File: config.mk
export PLATFORM = sky130hd
export DESIGN_NAME = tag_fault_router
export DESIGN_NICKNAME = d
export VERILOG_FILES = /design/src/rtl/tfr_pkg.sv /design/src/rtl/tfr_mode_decode.sv /design/src/rtl/tfr_status_bank.sv /design/src/rtl/tfr_sync_out.sv /design/src/rtl/tag_fault_router.sv
export SDC_FILE = /design/constraint.sdc
export NUM_CORES = 1
export LEC_CHECK = 0
export BUFFER_PORTS_ARGS = -buffer_cell sky130_fd_sc_hd__buf_2
export CAP_MARGIN = 0
export CORE_AREA = 4 4 96 98
export CTS_CLUSTER_DIAMETER = 200
export CTS_CLUSTER_SIZE = 8
export DETAILED_ROUTE_END_ITERATION = 16
export DIE_AREA = 0 0 100 102
export PLACE_DENSITY = 0.83
export SETUP_SLACK_MARGIN = 0.15
export SYNTH_ARGS = -nofsm -noshare
export SYNTH_HDL_FRONTEND = slang
export SYNTH_SLANG_ARGS = --single-unit
File: constraint.sdc
create_clock -name clk -period 0.8 [get_ports clk]
set_input_delay 0.04 -clock clk [delete_from_list [all_inputs] [get_ports clk]]
set_output_delay 0.04 -clock clk [all_outputs]
set_load 0.05 [all_outputs]
File: src/rtl/tfr_pkg.sv
package tfr_pkg;
  typedef enum logic [1:0] {
    TCF_IGNORE = 2'd0,
    TCF_SYNC   = 2'd1,
    TCF_ASYNC  = 2'd2,
    TCF_SPLIT  = 2'd3
  } tcf_mode_e;

  // Action derived from mode and access direction: {sync, async}
  function automatic logic [1:0] mode_action(input tcf_mode_e m, input logic wr);
    logic s, a;
    s = (m == TCF_SYNC)  || ((m == TCF_SPLIT) && !wr);
    a = (m == TCF_ASYNC) || ((m == TCF_SPLIT) &&  wr);
    return {s, a};
  endfunction

  // Index of the sticky flag bit within a status register
  function automatic logic flag_index(input logic two_ranges, input logic addr_bit);
    return two_ranges & addr_bit;
  endfunction
endpackage

File: src/rtl/tfr_mode_decode.sv
module tfr_mode_decode
  import tfr_pkg::*;
#(
  parameter int CTRL_W   = 64,
  parameter int USER_LSB = 38,
  parameter int PRIV_LSB = 40,
  parameter int LVL_W    = 2,
  parameter int FLAG_W   = 2
) (
  input  logic              evt_valid,
  input  logic [CTRL_W-1:0] evt_ctrl,
  input  logic              evt_user,
  input  logic              evt_write,
  input  logic              evt_two_ranges,
  input  logic              evt_range_bit,
  input  logic [LVL_W-1:0]  evt_ctrl_lvl,
  output logic              act_sync,
  output logic              act_async,
  output logic [LVL_W-1:0]  tgt_lvl,
  output logic [FLAG_W-1:0] set_mask
);
  tcf_mode_e  mode;
  logic [1:0] act;
  logic       idx;

  always_comb begin
    mode     = evt_user ? tcf_mode_e'(evt_ctrl[USER_LSB+1:USER_LSB])
                        : tcf_mode_e'(evt_ctrl[PRIV_LSB+1:PRIV_LSB]);
    act      = mode_action(mode, evt_write);
    act_sync  = evt_valid & act[1];
    act_async = evt_valid & act[0];
    tgt_lvl  = evt_user ? '0 : evt_ctrl_lvl;
    idx      = flag_index(evt_two_ranges, evt_range_bit);
    set_mask = '0;
    set_mask[idx] = 1'b1;
  end
endmodule

File: src/rtl/tfr_status_bank.sv
module tfr_status_bank #(
  parameter int NUM_LVL = 4,
  parameter int FLAG_W  = 2,
  localparam int LVL_W  = $clog2(NUM_LVL)
) (
  input  logic              clk,
  input  logic              rst_n,
  input  logic              set_en,
  input  logic [LVL_W-1:0]  set_lvl,
  input  logic [FLAG_W-1:0] set_mask,
  input  logic              reg_wr,
  input  logic [LVL_W-1:0]  reg_sel,
  input  logic [FLAG_W-1:0] reg_wdata,
  output logic [FLAG_W-1:0] reg_rdata
);
  logic [FLAG_W-1:0] st [NUM_LVL];

  for (genvar g = 0; g < NUM_LVL; g++) begin : g_lvl
    logic [FLAG_W-1:0] q;
    logic              wr_hit, set_hit;
    assign wr_hit  = reg_wr && (reg_sel == LVL_W'(g));
    assign set_hit = set_en && (set_lvl == LVL_W'(g));
    always_ff @(posedge clk or negedge rst_n) begin
      if (!rst_n)                q <= '0;
      else if (wr_hit || set_hit) q <= (wr_hit ? reg_wdata : q) | (set_hit ? set_mask : '0);
    end
    assign st[g] = q;
  end

  assign reg_rdata = st[reg_sel];
endmodule

File: src/rtl/tfr_sync_out.sv
module tfr_sync_out #(
  parameter int          ADDR_W = 64,
  parameter int          LVL_W  = 2,
  parameter logic [5:0]  FSC    = 6'h11
) (
  input  logic              clk,
  input  logic              rst_n,
  input  logic              fire,
  input  logic [ADDR_W-1:0] addr,
  input  logic              wr,
  input  logic [LVL_W-1:0]  cur_lvl,
  output logic              req,
  output logic [ADDR_W-1:0] req_addr,
  output logic [5:0]        req_fsc,
  output logic              req_write,
  output logic              req_lower
);
  always_ff @(posedge clk or negedge rst_n) begin
    if (!rst_n) begin
      req       <= 1'b0;
      req_addr  <= '0;
      req_fsc   <= '0;
      req_write <= 1'b0;
      req_lower <= 1'b0;
    end else begin
      req     <= fire;
      req_fsc <= fire ? FSC : 6'h0;
      if (fire) begin
        req_addr  <= addr;
        req_write <= wr;
        req_lower <= (cur_lvl != '0);
      end
    end
  end
endmodule

File: src/rtl/tag_fault_router.sv
module tag_fault_router #(
  parameter int ADDR_W    = 64,
  parameter int CTRL_W    = 64,
  parameter int NUM_LVL   = 4,
  parameter int FLAG_W    = 2,
  parameter int RANGE_BIT = 55,
  parameter int USER_LSB  = 38,
  parameter int PRIV_LSB  = 40,
  localparam int LVL_W    = $clog2(NUM_LVL)
) (
  input  logic              clk,
  input  logic              rst_n,
  input  logic              evt_valid,
  input  logic [ADDR_W-1:0] evt_addr,
  input  logic              evt_write,
  input  logic              evt_user,
  input  logic [LVL_W-1:0]  evt_ctrl_lvl,
  input  logic [LVL_W-1:0]  evt_cur_lvl,
  input  logic              evt_two_ranges,
  input  logic [CTRL_W-1:0] evt_ctrl,
  input  logic              reg_wr,
  input  logic [LVL_W-1:0]  reg_sel,
  input  logic [FLAG_W-1:0] reg_wdata,
  output logic [FLAG_W-1:0] reg_rdata,
  output logic              sync_req,
  output logic [ADDR_W-1:0] sync_addr,
  output logic [5:0]        sync_fsc,
  output logic              sync_write,
  output logic              sync_lower
);
  logic              act_sync, act_async;
  logic [LVL_W-1:0]  tgt_lvl;
  logic [FLAG_W-1:0] set_mask;

  tfr_mode_decode #(
    .CTRL_W(CTRL_W), .USER_LSB(USER_LSB), .PRIV_LSB(PRIV_LSB),
    .LVL_W(LVL_W), .FLAG_W(FLAG_W)
  ) u_dec (
    .evt_valid(evt_valid), .evt_ctrl(evt_ctrl), .evt_user(evt_user),
    .evt_write(evt_write), .evt_two_ranges(evt_two_ranges),
    .evt_range_bit(evt_addr[RANGE_BIT]), .evt_ctrl_lvl(evt_ctrl_lvl),
    .act_sync(act_sync), .act_async(act_async),
    .tgt_lvl(tgt_lvl), .set_mask(set_mask)
  );

  tfr_status_bank #(.NUM_LVL(NUM_LVL), .FLAG_W(FLAG_W)) u_bank (
    .clk(clk), .rst_n(rst_n),
    .set_en(act_async), .set_lvl(tgt_lvl), .set_mask(set_mask),
    .reg_wr(reg_wr), .reg_sel(reg_sel), .reg_wdata(reg_wdata),
    .reg_rdata(reg_rdata)
  );

  tfr_sync_out #(.ADDR_W(ADDR_W), .LVL_W(LVL_W)) u_sync (
    .clk(clk), .rst_n(rst_n),
    .fire(act_sync), .addr(evt_addr), .wr(evt_write), .cur_lvl(evt_cur_lvl),
    .req(sync_req), .req_addr(sync_addr), .req_fsc(sync_fsc),
    .req_write(sync_write), .req_lower(sync_lower)
  );
endmodule

==> run_results.csv, run 1 <==
group,metric,value,unit
job,cap_violations,0,
setup_path,arrival,1.38,ns
die,ioPinCount,218,
timing,timing.final.crit_share,178.1,%
timing,period_minus_slack,1.425,ns
detailed_routing,drc,0,
final_layout,drive_above_1_share,73.93,%
detailed_routing,drtAntennaViolNets,0,
yosys,synth_cell_types,23,
timing,setup_ws,-0.6248,ns
power,max-vdd-ir-drop,1.837,mV
timing,drv_slew,0,
timing,hold-worst-slack,-0.06782,ns
yosys,synthCells,193,
cts,htree_num_levels,3,
setup_path,path_max_fanout,2,
final_layout,regArea,1878,um2
cts,ctsHoldBuffers,3,
yosys,synth_area,3022,um2
cts,clock_path_buffers,2,
yosys,yosys_warnings,0,
min_path,hold_class,"primary input to register",
setup_path,cp-start-kind,"register",
die,rows,34,
yosys,synth_top_area_share,62.11,%
die,die_y,102,um
detailed_routing,viasPerCell,4.677,
detailed_routing,wl_per_cell,18.14,um
detailed_routing,dr.pass1.iters,4,
min_path,hold_path.startpoint,"evt_addr[24]",
timing,rsz0062_at_grt,"yes",
place,gp_congestion,0.7464,
die,start_util,35.69,%
grt,grt_pass1_wl,14820,um
timing,setup_viol,139,
final_layout,multi_input_area,1348,um2
power,power_density,2706,nW/um2
final_layout,fin_area,5644,um2
grt,grt_max_degree,42,
cts,root_buffer,"clkbuf_8",
setup_path,r2r_setup_slack,-0.14,ns
cts,cts.sinks,75,
cts,cts_buffers,9,
grt,grt.total_usage,18.90,%
yosys,ys_ff_latch,75,
setup_path,r2r-end,"u_sync.req_addr[16]$_DFFE_PN0P_",
yosys,syn_avg_cell_area,15.66,um2
min_path,min_to,"u_sync.req_addr[24]$_DFFE_PN0P_",
yosys,synth_top_area_cell,"dfrtp_1",
detailed_routing,vias,2479,
place,post_dp_cell_area,4170,um2
cts,cts_tree,"done",
min_path,holdPathStages,2,
timing,clock.fmax,701.9,MHz
cts,clkTransAtPathRegs,0.08,ns
final_layout,finalNetCount,560,
setup_path,criticalPathCategory,"register to primary output",
final_layout,n_antenna_cell,0,
timing,finalHoldViolCount,70,
cts,insertion_delay,0.33,ns
status,status,"complete, but fails checks",
final_layout,area_growth,86.79,%
die,die_w,100,um
status,violations,"hold timing, setup timing",
grt,first_global_vias,2898,
yosys,ys_seq_area_share,62.11,%
setup_path,timing.rr.start,"u_sync.req_addr[16]$_DFFE_PN0P_",
die,coreArea,8466,um2
die,die_area,10200,um2
detailed_routing,drt_iter0_markers,49,
grt,antenna_found_initial,0,
setup_path,crit_path_end_kind,"primary output",
setup_path,required,0.76,ns
timing,finalClockSkew,0,ns
final_layout,nFillCells,582,
power,total_leakage_power,0.002798,uW
place,dp_hpwl,5887,um
yosys,yosys-top-cells-area,"dfrtp_1 (62%), mux2_2 (14%), mux2_1 (10%)",
grt,grt-ovfl-total,0,
setup_path,rr_worst_depth,2,
place,port_buffers,153,
detailed_routing,drt-total-wl,9615,um
-- critical path, cell delays in order (launching register included) --
cell	delay, ns
dfrtp_1	0.39
mux4_2	0.49
buf_6	0.17
-- area by class of cell --
class | count | area share (%)
Clock buffer | 10 | 2.261
Clock inverter | 6 | 1.175
Inverter | 2 | 0.1330
Multi-Input combinational cell | 106 | 23.87
Sequential cell | 75 | 33.27
Tap cell | 108 | 2.394
Timing Repair Buffer | 223 | 36.89
-- stage by stage --
| step | setup WS (ns) | instances | total power [uW] | utilization, % | TNS [ns] |
|---|---|---|---|---|---|
| after global routing | -0.6670 | 530 | 15890 | 66.67 | -44.49 |
| after global placement | -0.7517 | 465 | 10150 | 49.26 | -51.96 |
| after CTS | -0.6370 | 516 | 15070 | 65.02 | -39.28 |
| after detailed placement | -0.7779 | 465 | 10270 | 49.26 | -52.94 |
| final | -0.6248 | 530 | 15280 | 66.67 | -40.23 |
| after floorplan | -0.5455 | 196 | 8866 | - | -33.98 |
-- placed cells by master, fill, tap and decap left out --
master and n:
clkbuf_1 1, o21ai_2 4, dfrtp_2 1, nor2_1 4
buf_16 6, clkinvlp_4 3, or3b_4 1, clkinv_2 1
a211oi_4 1, inv_1 2, bufinv_16 1, mux4_2 2
mux2i_1 9, o211ai_1 1, clkbuf_8 9, mux2i_4 1
buf_4 37, o32a_1 1, mux2_4 65, buf_8 4
dlygate4sd3_1 3, clkinv_4 1, nand2_1 2, buf_6 82
nand3b_1 3, buf_2 80, and3_1 1, o21ai_1 4
conb_1 4, dfrtp_1 74, nand3_1 1, nor3b_2 1
clkbuf_16 1, buf_12 10, o2111ai_4 1
-- cells by family (layout without fill, tap and decap cells) --
group / count (synthesis) / in the layout / share of synthesized area [%]
other cells: 1 / 4 / 0.1241
simple gates: 13 / 13 / 2.402
mux: 77 / 77 / 29.15
buf+inv: 15 / 241 / 3.602
compound gates: 12 / 12 / 2.609
flops: 75 / 75 / 62.11
-- how the worst max path moves through the flow --
stage	from	end	slack [ns]	cells after the start
after global placement	evt_user	u_sync.req_addr[40]$_DFFE_PN0P_	-0.75	7
after CTS	u_bank.g_lvl[3].q[1]$_DFFE_PN0P_	reg_rdata[1]	-0.64	2
after floorplan	evt_user	u_sync.req_addr[44]$_DFFE_PN0P_	-0.55	5
after global routing	u_bank.g_lvl[3].q[1]$_DFFE_PN0P_	reg_rdata[1]	-0.67	2
final	u_bank.g_lvl[3].q[0]$_DFFE_PN0P_	reg_rdata[0]	-0.62	2
after detailed placement	evt_user	u_sync.req_addr[9]$_DFFE_PN0P_	-0.78	7
-- synthesized netlist by cell type, drive strengths merged --
| master | instances |
|---|---|
| a211oi | 1 |
| o21ai | 8 |
| and3 | 1 |
| conb | 1 |
| mux2 | 65 |
| o2111ai | 1 |
| dfrtp | 75 |
| o32a | 1 |
| buf | 13 |
| mux2i | 10 |
| mux4 | 2 |
| o211ai | 1 |
| inv | 2 |
| nand3b | 3 |
| or3b | 1 |
| nand3 | 1 |
| nand2 | 2 |
| nor2 | 4 |
| nor3b | 1 |
-- power by group --
group | internal [uW] | switching, uW
Sequential | 4580 | 638
Combinational | 3320 | 3880
Clock | 1440 | 1410
-- sequential cells by signal (all words and copies together), names as in the netlist --
register	flops
u_sync.req_write	1
u_bank.g_lvl.q	8
u_sync.req_addr	64
u_sync.req_lower	1
u_sync.req_fsc	1
-- layer usage --
layer	wire length [um]	global-route usage, %
met2	5250	33.91
met1	3583	21.17
met3	607	6.621
met4	174	5.907
met5	0	0
-- timing repair --
action	4_1_cts	5_1_grt
pin swaps	1	2
gates resized for setup	215	5
endpoints found under the hold margin	148	69
setup endpoints to repair	146	146
setup buffers	26	13
gates cloned	6	1
No activity file was read; power rests on OpenSTA's default activity.
==> inputs of run 2 (changes only) <==
==> constraint.sdc (replaced) <==
create_clock -name clk -period 0.8 [get_ports clk]
set_input_delay 0 -clock clk [delete_from_list [all_inputs] [get_ports clk]]
set_output_delay 0 -clock clk [all_outputs]
set_load 0.05 [all_outputs]
==> run 2 against run 1 <==
Compared with the run above:
- the flow still finishes with violations (hold timing, setup timing)
- clock-buffer cell count grew 2
- sequential power is essentially flat
- setup slack gained 0.070 ns
- flip-flop and latch count is the same
- first-iteration DRC count grew 6.1%
- clock power shrank 13%
- critical path depth is the same
- utilization shrank 1.0 points
- clock skew is the same
- register-to-register slack is essentially flat
- via count shrank 0.85%
- global-route usage grew 0.49 points
- critical endpoint is now reg_rdata[1]
==> run_results.csv, run 2 (synthesis results as in run 1) <==
group,metric,value,unit
grt,grt-ovfl-total,0,
min_path,holdPathStages,2,
timing,setup_viol,138,
cts,cts_buffers,9,
grt,antenna_found_initial,0,
detailed_routing,drc,0,
setup_path,rr_worst_depth,2,
setup_path,path_max_fanout,2,
grt,grt.total_usage,19.39,%
detailed_routing,drt-total-wl,9745,um
die,coreArea,8466,um2
cts,cts.sinks,75,
place,dp_cells,461,
cts,clock_path_buffers,2,
final_layout,largest_reg_flops,64,
timing,finalHoldViolCount,61,
grt,grt_max_degree,32,
timing,drv_slew,0,
power,power_density,2641,nW/um2
die,ioPinCount,218,
setup_path,cp-start-kind,"register",
final_layout,final_cell_mix,"buf_2 (80), buf_6 (80), dfrtp_1 (74), mux2_4 (65), buf_4 (21)",
timing,timing.final.crit_share,169.3,%
final_layout,fin_area,5557,um2
min_path,min_to,"u_sync.req_addr[62]$_DFFE_PN0P_",
final_layout,finalNetCount,552,
cts,htree_num_levels,3,
power,total_leakage_power,0.002747,uW
cts,root_buffer,"clkbuf_8",
setup_path,arrival,1.35,ns
die,die_y,102,um
detailed_routing,drt_iter0_markers,52,
die,die_area,10200,um2
status,violations,"hold timing, setup timing",
detailed_routing,dr.pass1.iters,4,
cts,cts_tree,"done",
timing,period_minus_slack,1.354,ns
final_layout,top_regs,"u_sync.req_addr x64, u_bank.g_lvl.q x8",
setup_path,required,0.80,ns
grt,grt_pass1_wl,15080,um
timing,hold-worst-slack,-0.1125,ns
final_layout,regMostFlops,"u_sync.req_addr",
detailed_routing,drtAntennaViolNets,0,
place,post_dp_cell_area,4178,um2
setup_path,timing.rr.start,"u_sync.req_addr[59]$_DFFE_PN0P_",
timing,clock.fmax,738.3,MHz
final_layout,area_growth,83.89,%
detailed_routing,vias,2458,
detailed_routing,viasPerCell,4.718,
min_path,hold_class,"primary input to register",
detailed_routing,wl_per_cell,18.70,um
job,cap_violations,0,
grt,first_global_vias,2890,
setup_path,r2r_setup_slack,-0.14,ns
final_layout,n_antenna_cell,0,
power,max-vdd-ir-drop,1.868,mV
die,start_util,35.69,%
status,status,"complete, but fails checks",
place,port_buffers,153,
setup_path,r2r-end,"u_sync.req_addr[59]$_DFFE_PN0P_",
timing,finalClockSkew,0,ns
setup_path,crit_path_end_kind,"primary output",
timing,rsz0062_at_grt,"yes",
setup_path,criticalPathCategory,"register to primary output",
cts,insertion_delay,0.33,ns
place,dp_hpwl,5847,um
final_layout,drive_above_1_share,69.98,%
min_path,hold_path.startpoint,"evt_addr[62]",
die,rows,34,
die,die_w,100,um
timing,setup_ws,-0.5545,ns
final_layout,instances_no_fill,521,
place,gp_congestion,0.7213,
cts,clkTransAtPathRegs,0.08,ns
[run 2: cell count changes in the layout (fill, tap and decap cells not counted), sizes merged]
cell,before,now
clkinv,2,3
clkinvlp,3,0
bufinv,1,0
clkbuf,11,12
dlygate4sd3,3,14
buf,219,201
[run 2: power breakdown]
part,switching (uW),total (uW),internal (uW)
clock network,1320,2500,1180
logic,3830,6960,3130
registers,632,5220,4580
total,5780,14700,8900
[run 2: per-stage QoR]
step	hold WS [ns]	setup TNS, ns	utilization [%]	setup slack (ns)	power (uW)
2_1_floorplan	-0.2956	-31.22	-	-0.5055	8866
4_1_cts	-0.1269	-31.44	64.48	-0.5800	14580
6_report	-0.1125	-34.16	65.64	-0.5545	14670
3_3_place_gp	-0.1288	-47.59	49.35	-0.7011	10160
3_5_place_dp	-0.1251	-48.31	49.35	-0.7289	10280
5_1_grt	-0.1238	-37.85	65.64	-0.6211	15240
[run 2: worst max-delay path by stage]
stage | cells past startpoint | slack (ns) | startpoint | endpoint
floorplan | 5 | -0.51 | evt_user | u_sync.req_addr[44]$_DFFE_PN0P_
global placement | 6 | -0.70 | evt_user | u_sync.req_addr[10]$_DFFE_PN0P_
detailed placement | 6 | -0.73 | evt_user | u_sync.req_addr[17]$_DFFE_PN0P_
CTS | 2 | -0.58 | u_bank.g_lvl[3].q[1]$_DFFE_PN0P_ | reg_rdata[1]
global route | 2 | -0.62 | u_bank.g_lvl[3].q[1]$_DFFE_PN0P_ | reg_rdata[1]
finish | 2 | -0.55 | u_bank.g_lvl[3].q[1]$_DFFE_PN0P_ | reg_rdata[1]
[run 2: critical path, cell delays in order (launching register included)]
cell and delay, ns:
dfrtp_1 0.38, mux4_2 0.48, buf_6 0.17
[run 2: cell type report]
| type | instances | area, um2 |
|---|---|---|
| Inverter | 2 | 7.507 |
| Fill cell | 591 | 2909 |
| Tap cell | 108 | 135.1 |
| Clock buffer | 12 | 145.1 |
| Clock inverter | 3 | 15.01 |
| Sequential cell | 75 | 1878 |
| Multi-Input combinational cell | 106 | 1326 |
| Timing Repair Buffer | 215 | 2049 |
[run 2: routing by layer]
metal / wire [um] / vias up / GRT usage, %
met5: 0 / - / 0
met4: 154 / 0 / 4.974
met3: 637 / 14 / 6.553
met2: 5397 / 91 / 35.97
met1: 3556 / 1246 / 21.34
li1: - / 1107 / -
[run 2: what timing repair did]
item,4_1_cts,5_1_grt
gates resized for setup,206,6
endpoints found under the setup margin,146,146
setup buffers,16,7
gates cloned,8,0
endpoints found under the hold margin,148,60
pin swaps,2,1
hold buffers,13,1
